==> src/rtl/pwb_pkg.sv <==
package pwb_pkg;

    typedef enum logic [1:0] {
        ST_IDLE    = 2'd0,
        ST_FILL    = 2'd1,
        ST_PROGRAM = 2'd2,
        ST_SETTLE  = 2'd3
    } pwb_state_e;

endpackage

==> src/rtl/pwb_page_latch.sv <==
module pwb_page_latch #(
    parameter int unsigned DATA_W     = 8,
    parameter int unsigned ADDR_W     = 7,
    parameter int unsigned PAGE_BYTES = 8,
    localparam int unsigned OFF_W     = $clog2(PAGE_BYTES),
    localparam int unsigned PAGE_W    = ADDR_W - OFF_W
) (
    input  logic                  clk,
    input  logic                  rst_n,
    input  logic                  load_i,
    input  logic [ADDR_W-1:0]     load_addr_i,
    input  logic                  put_i,
    input  logic [DATA_W-1:0]     put_data_i,
    input  logic [OFF_W-1:0]      rd_idx_i,
    output logic [PAGE_W-1:0]     page_o,
    output logic [PAGE_BYTES-1:0] mask_o,
    output logic [DATA_W-1:0]     rd_data_o
);

    logic [PAGE_W-1:0] page_q;
    logic [OFF_W-1:0]  ptr_q;
    logic [DATA_W-1:0] slot_data [PAGE_BYTES];

    always_ff @(posedge clk or negedge rst_n) begin
        if (!rst_n) begin
            page_q <= '0;
            ptr_q  <= '0;
        end else if (load_i) begin
            page_q <= load_addr_i[ADDR_W-1:OFF_W];
            ptr_q  <= load_addr_i[OFF_W-1:0];
        end else if (put_i) begin
            ptr_q  <= ptr_q + 1'b1;
        end
    end

    for (genvar s = 0; s < PAGE_BYTES; s++) begin : g_slot
        logic [DATA_W-1:0] byte_q;
        logic              vld_q;

        always_ff @(posedge clk or negedge rst_n) begin
            if (!rst_n) begin
                byte_q <= '0;
                vld_q  <= 1'b0;
            end else if (load_i) begin
                vld_q  <= 1'b0;
            end else if (put_i && (ptr_q == OFF_W'(s))) begin
                byte_q <= put_data_i;
                vld_q  <= 1'b1;
            end
        end

        assign slot_data[s] = byte_q;
        assign mask_o[s]    = vld_q;
    end

    assign page_o    = page_q;
    assign rd_data_o = slot_data[rd_idx_i];

    // page bits never move inside a burst
    p_page_hold_r1: assert property (@(posedge clk) disable iff (!rst_n)
        !load_i |=> $stable(page_q));

    // a byte always lands in the slot after the previous one (modulo page)
    p_ptr_wrap_r2: assert property (@(posedge clk) disable iff (!rst_n)
        (put_i && !load_i) |=> (ptr_q == OFF_W'($past(ptr_q) + 1'b1)));

endmodule

==> src/rtl/pwb_busy_timer.sv <==
module pwb_busy_timer #(
    parameter int unsigned LIMIT = 64,
    localparam int unsigned CNT_W = $clog2(LIMIT + 1)
) (
    input  logic clk,
    input  logic rst_n,
    input  logic run_i,
    output logic last_o
);

    logic [CNT_W-1:0] cnt_q;

    always_ff @(posedge clk or negedge rst_n) begin
        if (!rst_n) begin
            cnt_q <= '0;
        end else if (run_i) begin
            cnt_q <= cnt_q + 1'b1;
        end else begin
            cnt_q <= '0;
        end
    end

    assign last_o = run_i && (cnt_q == CNT_W'(LIMIT - 1));

    // the window can never run past its length
    p_cnt_bound_r3: assert property (@(posedge clk) disable iff (!rst_n)
        run_i |-> (cnt_q < CNT_W'(LIMIT)));

endmodule

==> src/rtl/pwb_ctrl_fsm.sv <==
module pwb_ctrl_fsm
    import pwb_pkg::*;
#(
    parameter int unsigned PAGE_BYTES = 8,
    localparam int unsigned OFF_W     = $clog2(PAGE_BYTES)
) (
    input  logic                  clk,
    input  logic                  rst_n,
    input  logic                  start_i,
    input  logic                  byte_stb_i,
    input  logic                  stop_i,
    input  logic                  wp_i,
    input  logic [PAGE_BYTES-1:0] mask_i,
    input  logic                  tmr_last_i,
    output logic                  load_o,
    output logic                  put_o,
    output logic [OFF_W-1:0]      scan_o,
    output logic                  arr_we_o,
    output logic                  busy_o,
    output logic                  done_o
);

    localparam logic [OFF_W-1:0] SCAN_LAST = OFF_W'(PAGE_BYTES - 1);

    pwb_state_e       state_q, state_d;
    logic [OFF_W-1:0] scan_q;
    logic             done_q;
    logic             close_any;
    logic             close_wp;
    logic             close_empty;

    assign close_any   = (state_q == ST_FILL) && !start_i && stop_i;
    assign close_empty = close_any && (mask_i == '0);
    assign close_wp    = close_any && (mask_i != '0) && wp_i;

    // next-state logic
    always_comb begin
        state_d = state_q;
        unique case (state_q)
            ST_IDLE: begin
                if (start_i) state_d = ST_FILL;
            end
            ST_FILL: begin
                if (start_i)          state_d = ST_FILL;
                else if (close_empty) state_d = ST_IDLE;
                else if (close_wp)    state_d = ST_IDLE;
                else if (close_any)   state_d = ST_PROGRAM;
            end
            ST_PROGRAM: begin
                if (tmr_last_i)               state_d = ST_IDLE;
                else if (scan_q == SCAN_LAST) state_d = ST_SETTLE;
            end
            ST_SETTLE: begin
                if (tmr_last_i) state_d = ST_IDLE;
            end
            default: state_d = ST_IDLE;
        endcase
    end

    // state register
    always_ff @(posedge clk or negedge rst_n) begin
        if (!rst_n) state_q <= ST_IDLE;
        else        state_q <= state_d;
    end

    always_ff @(posedge clk or negedge rst_n) begin
        if (!rst_n) begin
            scan_q <= '0;
            done_q <= 1'b0;
        end else begin
            scan_q <= (state_q == ST_PROGRAM) ? scan_q + 1'b1 : '0;
            done_q <= close_wp ||
                      (((state_q == ST_PROGRAM) || (state_q == ST_SETTLE)) && tmr_last_i);
        end
    end

    // outputs
    always_comb begin
        load_o   = 1'b0;
        put_o    = 1'b0;
        busy_o   = 1'b0;
        arr_we_o = 1'b0;
        unique case (state_q)
            ST_IDLE: begin
                load_o = start_i;
            end
            ST_FILL: begin
                load_o = start_i;
                put_o  = byte_stb_i && !start_i && !stop_i;
            end
            ST_PROGRAM: begin
                busy_o   = 1'b1;
                arr_we_o = mask_i[scan_q];
            end
            ST_SETTLE: begin
                busy_o = 1'b1;
            end
            default: ;
        endcase
    end

    assign scan_o = scan_q;
    assign done_o = done_q;

    // array writes only inside the busy window
    p_we_in_busy_r4: assert property (@(posedge clk) disable iff (!rst_n)
        arr_we_o |-> busy_o);

    // done follows the fall of busy
    p_done_after_busy_r7: assert property (@(posedge clk) disable iff (!rst_n)
        $fell(busy_o) |-> done_o);

    // done lasts one cycle
    p_done_pulse_r7: assert property (@(posedge clk) disable iff (!rst_n)
        done_o |=> !done_o);

    // protected stop never opens a window
    p_wp_blocks_r6: assert property (@(posedge clk) disable iff (!rst_n)
        close_wp |=> (!busy_o && done_o));

    // an empty burst leaves no trace
    p_empty_quiet_r9: assert property (@(posedge clk) disable iff (!rst_n)
        close_empty |=> (!busy_o && !done_o));

    // strobes cannot cut a window short
    p_busy_holds_r8: assert property (@(posedge clk) disable iff (!rst_n)
        (busy_o && !tmr_last_i) |=> busy_o);

endmodule

==> src/rtl/pwb_commit_engine.sv <==
module pwb_commit_engine #(
    parameter int unsigned DATA_W      = 8,
    parameter int unsigned ADDR_W      = 7,
    parameter int unsigned PAGE_BYTES  = 8,
    parameter int unsigned BUSY_CYCLES = 64
) (
    input  logic              clk,
    input  logic              rst_n,
    input  logic              start_i,
    input  logic [ADDR_W-1:0] start_addr_i,
    input  logic              byte_stb_i,
    input  logic [DATA_W-1:0] byte_data_i,
    input  logic              stop_i,
    input  logic              wp_i,
    output logic              arr_we_o,
    output logic [ADDR_W-1:0] arr_addr_o,
    output logic [DATA_W-1:0] arr_wdata_o,
    output logic              busy_o,
    output logic              done_o
);

    localparam int unsigned OFF_W  = $clog2(PAGE_BYTES);
    localparam int unsigned PAGE_W = ADDR_W - OFF_W;

    logic                  load;
    logic                  put;
    logic [OFF_W-1:0]      scan;
    logic [PAGE_W-1:0]     page;
    logic [PAGE_BYTES-1:0] mask;
    logic [DATA_W-1:0]     rd_data;
    logic                  tmr_last;

    pwb_page_latch #(
        .DATA_W     (DATA_W),
        .ADDR_W     (ADDR_W),
        .PAGE_BYTES (PAGE_BYTES)
    ) latch_i (
        .clk         (clk),
        .rst_n       (rst_n),
        .load_i      (load),
        .load_addr_i (start_addr_i),
        .put_i       (put),
        .put_data_i  (byte_data_i),
        .rd_idx_i    (scan),
        .page_o      (page),
        .mask_o      (mask),
        .rd_data_o   (rd_data)
    );

    pwb_busy_timer #(
        .LIMIT (BUSY_CYCLES)
    ) timer_i (
        .clk    (clk),
        .rst_n  (rst_n),
        .run_i  (busy_o),
        .last_o (tmr_last)
    );

    pwb_ctrl_fsm #(
        .PAGE_BYTES (PAGE_BYTES)
    ) fsm_i (
        .clk        (clk),
        .rst_n      (rst_n),
        .start_i    (start_i),
        .byte_stb_i (byte_stb_i),
        .stop_i     (stop_i),
        .wp_i       (wp_i),
        .mask_i     (mask),
        .tmr_last_i (tmr_last),
        .load_o     (load),
        .put_o      (put),
        .scan_o     (scan),
        .arr_we_o   (arr_we_o),
        .busy_o     (busy_o),
        .done_o     (done_o)
    );

    assign arr_addr_o  = {page, scan};
    assign arr_wdata_o = rd_data;

    // quiet outputs right after reset
    p_reset_quiet_r10: assert property (@(posedge clk)
        !rst_n |=> (!busy_o && !arr_we_o));

    // the window is not aborted by write protect changing
    p_wp_late_r11: assert property (@(posedge clk) disable iff (!rst_n)
        (busy_o && $rose(wp_i) && !tmr_last) |=> busy_o);

endmodule

==> config.mk <==
export PLATFORM = sky130hd
export DESIGN_NAME = pwb_commit_engine
export DESIGN_NICKNAME = d
export VERILOG_FILES = /design/src/rtl/pwb_pkg.sv /design/src/rtl/pwb_page_latch.sv /design/src/rtl/pwb_busy_timer.sv /design/src/rtl/pwb_ctrl_fsm.sv /design/src/rtl/pwb_commit_engine.sv
export SDC_FILE = /design/constraint.sdc
export NUM_CORES = 1
export LEC_CHECK = 0
export ABC_AREA = 1
export BUFFER_PORTS_ARGS = -buffer_cell sky130_fd_sc_hd__buf_2
export CAP_MARGIN = 20
export CORE_ASPECT_RATIO = 1.1
export CORE_UTILIZATION = 50
export DETAILED_ROUTE_END_ITERATION = 8
export PLACE_DENSITY = 0.72
export SLEW_MARGIN = 20
export SYNTH_ARGS = -nofsm -noshare
export SYNTH_HDL_FRONTEND = slang
export SYNTH_HIERARCHICAL = 1
export SYNTH_SLANG_ARGS = --single-unit
==> constraint.sdc <==
create_clock -name clk -period 2.1 [get_ports clk]
set_input_delay 0.42 -clock clk [delete_from_list [all_inputs] [get_ports clk]]
set_output_delay 0.42 -clock clk [all_outputs]
set_load 0.02 [all_outputs]
-- Yosys cells after proc, flatten, opt, wreduce, memory -nomap -nowiden
Index checks and enable logic that the tools add are counted.
- memories: 0
- memory bits (writable): 0
- latch bits: 0
- flip-flop bits (word level): 92
- output and inout bits: 18
- bits in read-only memories: 0
- magnitude comparators: 2
- shifts and indexed selects: 0
- reduce and logical (&&, ||, !) cells: 45
- add/subtract/negate cells: 3
- divide/modulo/power cells: 0
- bitwise operators: 2
- muxes and demuxes: 38
- eq/ne operators: 16
- multiply operators: 0
- operator list (operator ; count):
    binary-select mux 8 bit (select 3 bit) ; 1
    two-way mux 1 bit ; 21
    nonzero test 2 bit ; 9
    logical AND 1 bit ; 17
    two-way mux 2 bit ; 8
    two-way mux 8 bit ; 2
    AND reduction 2 bit ; 8
    == test 3 bit, second input constant ; 5
    two-way mux 3 bit ; 3
    zero test 8 bit ; 1
    case mux 2 bit (4 select lines) ; 1
    nonzero test 8 bit ; 1
    adder 7 x 1 -> 7 bit, second input constant ; 1
    == test 7 x 6 -> 1 bit, second input constant ; 1
    two-way mux 7 bit ; 1
    adder 3 x 1 -> 3 bit, second input constant ; 2
    == test 3 x 2 -> 1 bit, second input constant ; 2
    inequality test 5 x 2 -> 1 bit, second input constant ; 1
    == test 2 bit, second input constant ; 2
    >= comparator 4 bit, second input constant ; 1
    < comparator 3 x 4 -> 1 bit, second input constant ; 1
    inverter 3 -> 4 bit ; 1
    AND reduction 4 bit ; 1
    OR reduction 2 bit ; 2
    11 further kinds ; 13

-- Longest topological paths before layout
- word-level depth: 9
- gate-level depth with buffers: 11

-- Cells and area by module
Netlist, hierarchy kept.
- modules (own cells, without submodules) (module ; seq. area each (µm²) ; cells an instance ; area an instance (µm²) ; times used):
    pwb_page_latch ; 1976.9 ; 514 ; 4041.4 ; 1
    pwb_ctrl_fsm ; 150.1 ; 77 ; 465.4 ; 1
    pwb_busy_timer ; 175.2 ; 43 ; 347.8 ; 1

-- Least setup slack after synthesis
No wires, ideal clock.
- path kind: register to output
- start point: reg fsm_i.scan_q[0] (netlist: fsm_i/scan_o[0])
- end point: out arr_wdata_o[5]
- arrival: 1.364 ns
- cell stages (with the launch flop): 9
- path buffers: 2
- slack: 0.316 ns
- required time: 1.680 ns
- cell sequence: dfrtp_1 buf_2 inv_1 buf_4 nand2_1 nand3_1 nand2_1 nand2_1 nand2_1
- word-level cells in the longest chain between the ends: 4
- RTL lines (what ; line ; source):
    start: declaration ; pwb_ctrl_fsm.sv:26 ; logic [OFF_W-1:0] scan_q;
    start signal: assignment ; pwb_ctrl_fsm.sv:71 ; scan_q <= (state_q == ST_PROGRAM) ? scan_q + 1'b1 : '0;
    inverter 3 -> 4 bit (implied by the code) ; pwb_page_latch.sv:57 ; assign rd_data_o = slot_data[rd_idx_i];
    binary-select mux 8 bit (select 3 bit) ; pwb_page_latch.sv:57 ;
    two-way mux 8 bit (implied by the code) (2 in a row) ; pwb_page_latch.sv:57 ;
    end: declaration ; pwb_commit_engine.sv:17 ; output logic [DATA_W-1:0] arr_wdata_o,
Every way passes these cells. The select of a mux whose other input is x is not followed.

-- Worst setup path in the final report
- start point: reg fsm_i.scan_q[0] (netlist: fsm_i/scan_o[0])
- end point: out arr_we_o
- word-level cells in the longest chain between the ends: 3
- RTL lines (what ; line ; source):
    binary-select mux 1 bit (select 3 bit) ; pwb_ctrl_fsm.sv:93 ; arr_we_o = mask_i[scan_q];
    two-way mux 1 bit (implied by the code) ; pwb_ctrl_fsm.sv:93 ;
    two-way mux 1 bit ; pwb_ctrl_fsm.sv:83 ; unique case (state_q)
    end: declaration ; pwb_commit_engine.sv:15 ; output logic arr_we_o,
Every way passes these cells. The select of a mux whose other input is x is not followed.

==> metrics.log <==
[metrics] outcome: finished with violations
[metrics] fin crit period: 2.016 ns
[metrics] Initial DRC Count: 205
[metrics] sum of internal, switching and leakage power: 6058 uW
[metrics] YS warnings: 6
[metrics] category of cells accounting for the largest share of critical-path delay: buffers and inverters
[metrics] fraction of power consumed by combinational cells: 36.5%
[metrics] list of most frequent post-synthesis cells: sky130_fd_sc_hd__nand2_1, sky130_fd_sc_hd__inv_1, sky130_fd_sc_hd__dfrtp_1, sky130_fd_sc_hd__o21ai_1, sky130_fd_sc_hd__nand3_1
[metrics] internal cell power: 3711 uW
[metrics] Sum Neg Setup Slack: 0 ns
[metrics] syn avg cell area: 7.657 um2
[metrics] CTS Buffer Depth: 2
[metrics] post-DR vias/cell: 4.940
[metrics] synth top area cells: sky130_fd_sc_hd__dfrtp_1, sky130_fd_sc_hd__nand2_1, sky130_fd_sc_hd__inv_1
[metrics] Crit path buffers/inverters: 3
[metrics] die area: 10,110 um2
[metrics] failing checks: negative hold slack
[metrics] count of H-tree levels built during CTS: 3
[metrics] number of port buffers: 38
[metrics] top-level I/O count: 39
[metrics] classification of the worst setup path: register to primary output
[metrics] final setup vio count: 0
[metrics] Sequential Power Share: 44.1%
[metrics] horizontal die dimension: 95.95 um
[metrics] final slew viol count: 0
[metrics] number of antenna violations at the first check in global routing: 0
[metrics] core box area: 9398 um2
[metrics] total power per unit cell area: 1149 nW/um2
[metrics] total global routing track utilization: 23.07%
[metrics] Clk pin slew, worst setup/hold paths: 0.10 ns
[metrics] number of placement rows: 37
[metrics] Area Overhead vs Synth: 8.583%
[metrics] non-filler cells, final: 787
[metrics] cell count after synthesis: 634
[metrics] clock sinks: 92
[metrics] flip-flop and latch count after synthesis: 92
[metrics] post-detailed-route DRC marker count: 0
[metrics] number of distinct library cells after synthesis: 26
[metrics] total number of vias: 3,888
[metrics] share of the clock period used by the worst path: 96.00%
[metrics] CTS buffer count: 9
[metrics] most common flop cell mapped by yosys: sky130_fd_sc_hd__dfrtp_1
[metrics] final worst-path setup slack: 0.08392 ns
[metrics] sort of element at the start of the critical path: register
[metrics] Net Count, Synth: 664
[metrics] number of nets in the finished design: 695
[metrics] Worst path slowest cell: sky130_fd_sc_hd__dfrtp_1
[metrics] count of antenna diodes in the layout: 0
[metrics] initial core utilization: 51.66%
[metrics] global placement routability congestion: 0.8001
[metrics] data arrival time of the worst path: 1.60 ns
[metrics] switching component of the power: 2348 uW
[metrics] clock tree from TritonCTS: built
[metrics] largest net degree at the start of global routing: 43
[metrics] worst clock skew: 0.01747 ns
[metrics] crit path cell chain: buf_6 > inv_2 > nand2_1 > nand3_1 > nand3_1 > nand2_1 > nor2_1 > buf_2
[metrics] fraction of final layout cells with drive strength greater than 1: 15.52%
[metrics] Worst EP required: 1.68 ns
[metrics] wirelength, routed: 10.64 mm
[metrics] post-synthesis cell type with the largest combined area: sky130_fd_sc_hd__dfrtp_1
[metrics] Post-Route Hold Slack: -0.004213 ns
[metrics] maximum capacitance violations: 0
[metrics] minimum setup slack after placement: 0.3486 ns
[metrics] overflow left after global routing: 0
[metrics] source-to-sink clock delay at the later pin of the worst-skew pair: 0.36 ns
[metrics] crit path max fanout: 18
[metrics] placed insts: 770
[metrics] clock root buffer master: sky130_fd_sc_hd__clkbuf_8
[metrics] Chip Height: 105.3 um
[metrics] post-CTS setup buffer count: 0
[metrics] fraction of post-synthesis cell area in the top cell type by area: 47.42%
[metrics] switching share of power: 38.75%
[metrics] unrepaired setup endpoints after global routing: yes
[metrics] half-perimeter wire length after placement: 7.117 mm
[metrics] power share of the clock group: 19.4%
[metrics] max incr delay on CP: 0.42 ns
[metrics] Worst setup EP type: primary output
[metrics] Routed WL per cell: 13.52 um
[metrics] number of synthesized flops with an enable pin: 0
[metrics] fraction of synthesis flops using an asynchronous set or reset pin: 100.0%
[metrics] worst hold path class: primary input to async pin
[metrics] transition time at the pin with the least slew margin: 0.4516 ns
[metrics] drt first pass iters: 5
[metrics] cell area after synthesis: 4855 um2
[metrics] Filler cells: 882
[metrics] leakage component of the power: 0.002962 uW
[metrics] remaining number of nets flagged by the antenna check after routing: 0
[metrics] hold violation total from the final report: 5
[metrics] Achievable Freq: 496.0 MHz
[metrics] wire length of the first global-routing pass: 17.85 mm
[metrics] slew margin rel.: 69.90%
[metrics] most repeated cell in the gate-level netlist after synthesis: sky130_fd_sc_hd__nand2_1
[metrics] worst vdd ir: 0.0005234 V
[metrics] post-synthesis sequential area ratio: 47.42%
[metrics] vias in the first global route: 3,868
## flip-flops by register name (all words and copies together), names as in the netlist
register / cells
latch_i/g_slot.vld_q: 8
latch_i/page_o: 4
timer_i/cnt_q: 7
fsm_i/scan_o: 3
fsm_i/state_q: 2
fsm_i/done_o: 1
latch_i/g_slot.byte_q: 64
latch_i/ptr_q: 3
## per-stage QoR
stage | util, % | cell area, um2
2_1_floorplan | - | 4855
6_report | 56.09 | 5271
4_1_cts | 55.85 | 5249
3_3_place_gp | 53.80 | 5056
5_1_grt | 56.09 | 5271
3_5_place_dp | 53.80 | 5056
## power by group through the flow
stage | Sequential (uW) | Combinational, uW | Clock (uW)
after detailed placement | 2690 | 2200 | 0
after global placement | 2670 | 2120 | 0
after global routing | 2740 | 2590 | 1280
after floorplan | 2660 | 1640 | 0
final | 2670 | 2210 | 1180
after CTS | 2660 | 2210 | 1200
## cell families (layout without fill, tap and decap cells)
logic type,after synthesis,in the layout,share of synthesized area [%]
adder cells (fa/ha/maj),9,9,2.320
AO/OA/AOI/OAI,75,75,8.712
AND/OR/NAND/NOR,314,314,27.94
flip-flops,92,92,47.42
buffers and inverters,144,180,13.61
## cell usage in the layout (no fill, tap or decap), types with 8 or more instances in the layout
cell / count
sky130_fd_sc_hd__inv_1: 105
sky130_fd_sc_hd__buf_4: 8
sky130_fd_sc_hd__o21ai_1: 41
sky130_fd_sc_hd__clkbuf_8: 9
sky130_fd_sc_hd__nor2_1: 19
sky130_fd_sc_hd__buf_2: 37
sky130_fd_sc_hd__nand2_4: 8
sky130_fd_sc_hd__nand3_1: 40
sky130_fd_sc_hd__inv_2: 9
sky130_fd_sc_hd__o21ai_0: 16
sky130_fd_sc_hd__nand2_1: 236
sky130_fd_sc_hd__ha_1: 9
sky130_fd_sc_hd__dfrtp_1: 92
sky130_fd_sc_hd__o21ai_2: 10
## worst register-to-register path, delay by kind of cell (launching register included)
kind	cells	cell delay, ns
AOI/OAI and AO/OA	1	0.06
DFF	1	0.41
buffers and inverters	1	0.07
and+or+nand+nor	6	1.01
## layer usage
layer  wire, um  global-route usage, %  vias to the layer above
li1           -                      -                     1967
met1       4591                  29.42                     1818
met2       5280                  38.16                       88
met3        541                  3.535                       15
met4        230                  10.55                        0
met5          0                      0                        -
## cell type report
| cell class | instances | area, um2 | area share [%] |
|---|---|---|---|
| Sequential cell | 92 | 2302 | 43.67 |
| Multi-Input combinational cell | 398 | 1892 | 35.89 |
| Inverter | 114 | 427.9 | 8.118 |
| Timing Repair Buffer | 50 | 310.3 | 5.887 |
| Tap cell | 117 | 146.4 | 2.777 |
| Clock buffer | 10 | 127.6 | 2.421 |
| Clock inverter | 6 | 65.06 | 1.234 |
## worst paths after layout
check,slack [ns],endpoint,startpoint,cells after the start
worst max-delay path,0.08,arr_we_o,fsm_i/scan_o[0],8
worst min-delay path,-0.004,latch_i/g_slot[5].byte_q[6],rst_n,1
worst max register to register,0.43,latch_i/g_slot[2].byte_q[5],fsm_i/state_q[1],8
worst min register to register,0.46,timer_i/cnt_q[0],timer_i/cnt_q[0],1
max in group asynchronous,1.46,latch_i/g_slot[6].byte_q[5],rst_n,2
min in group clk,0.26,latch_i/page_o[0],start_addr_i[3],3
## repair_timing
item,in CTS,in global routing
hold endpoints to repair,0,0
hold buffers,0,0
resized for setup,0,7
endpoints found under the setup margin,0,7
Power figures use the tool's default switching activity.
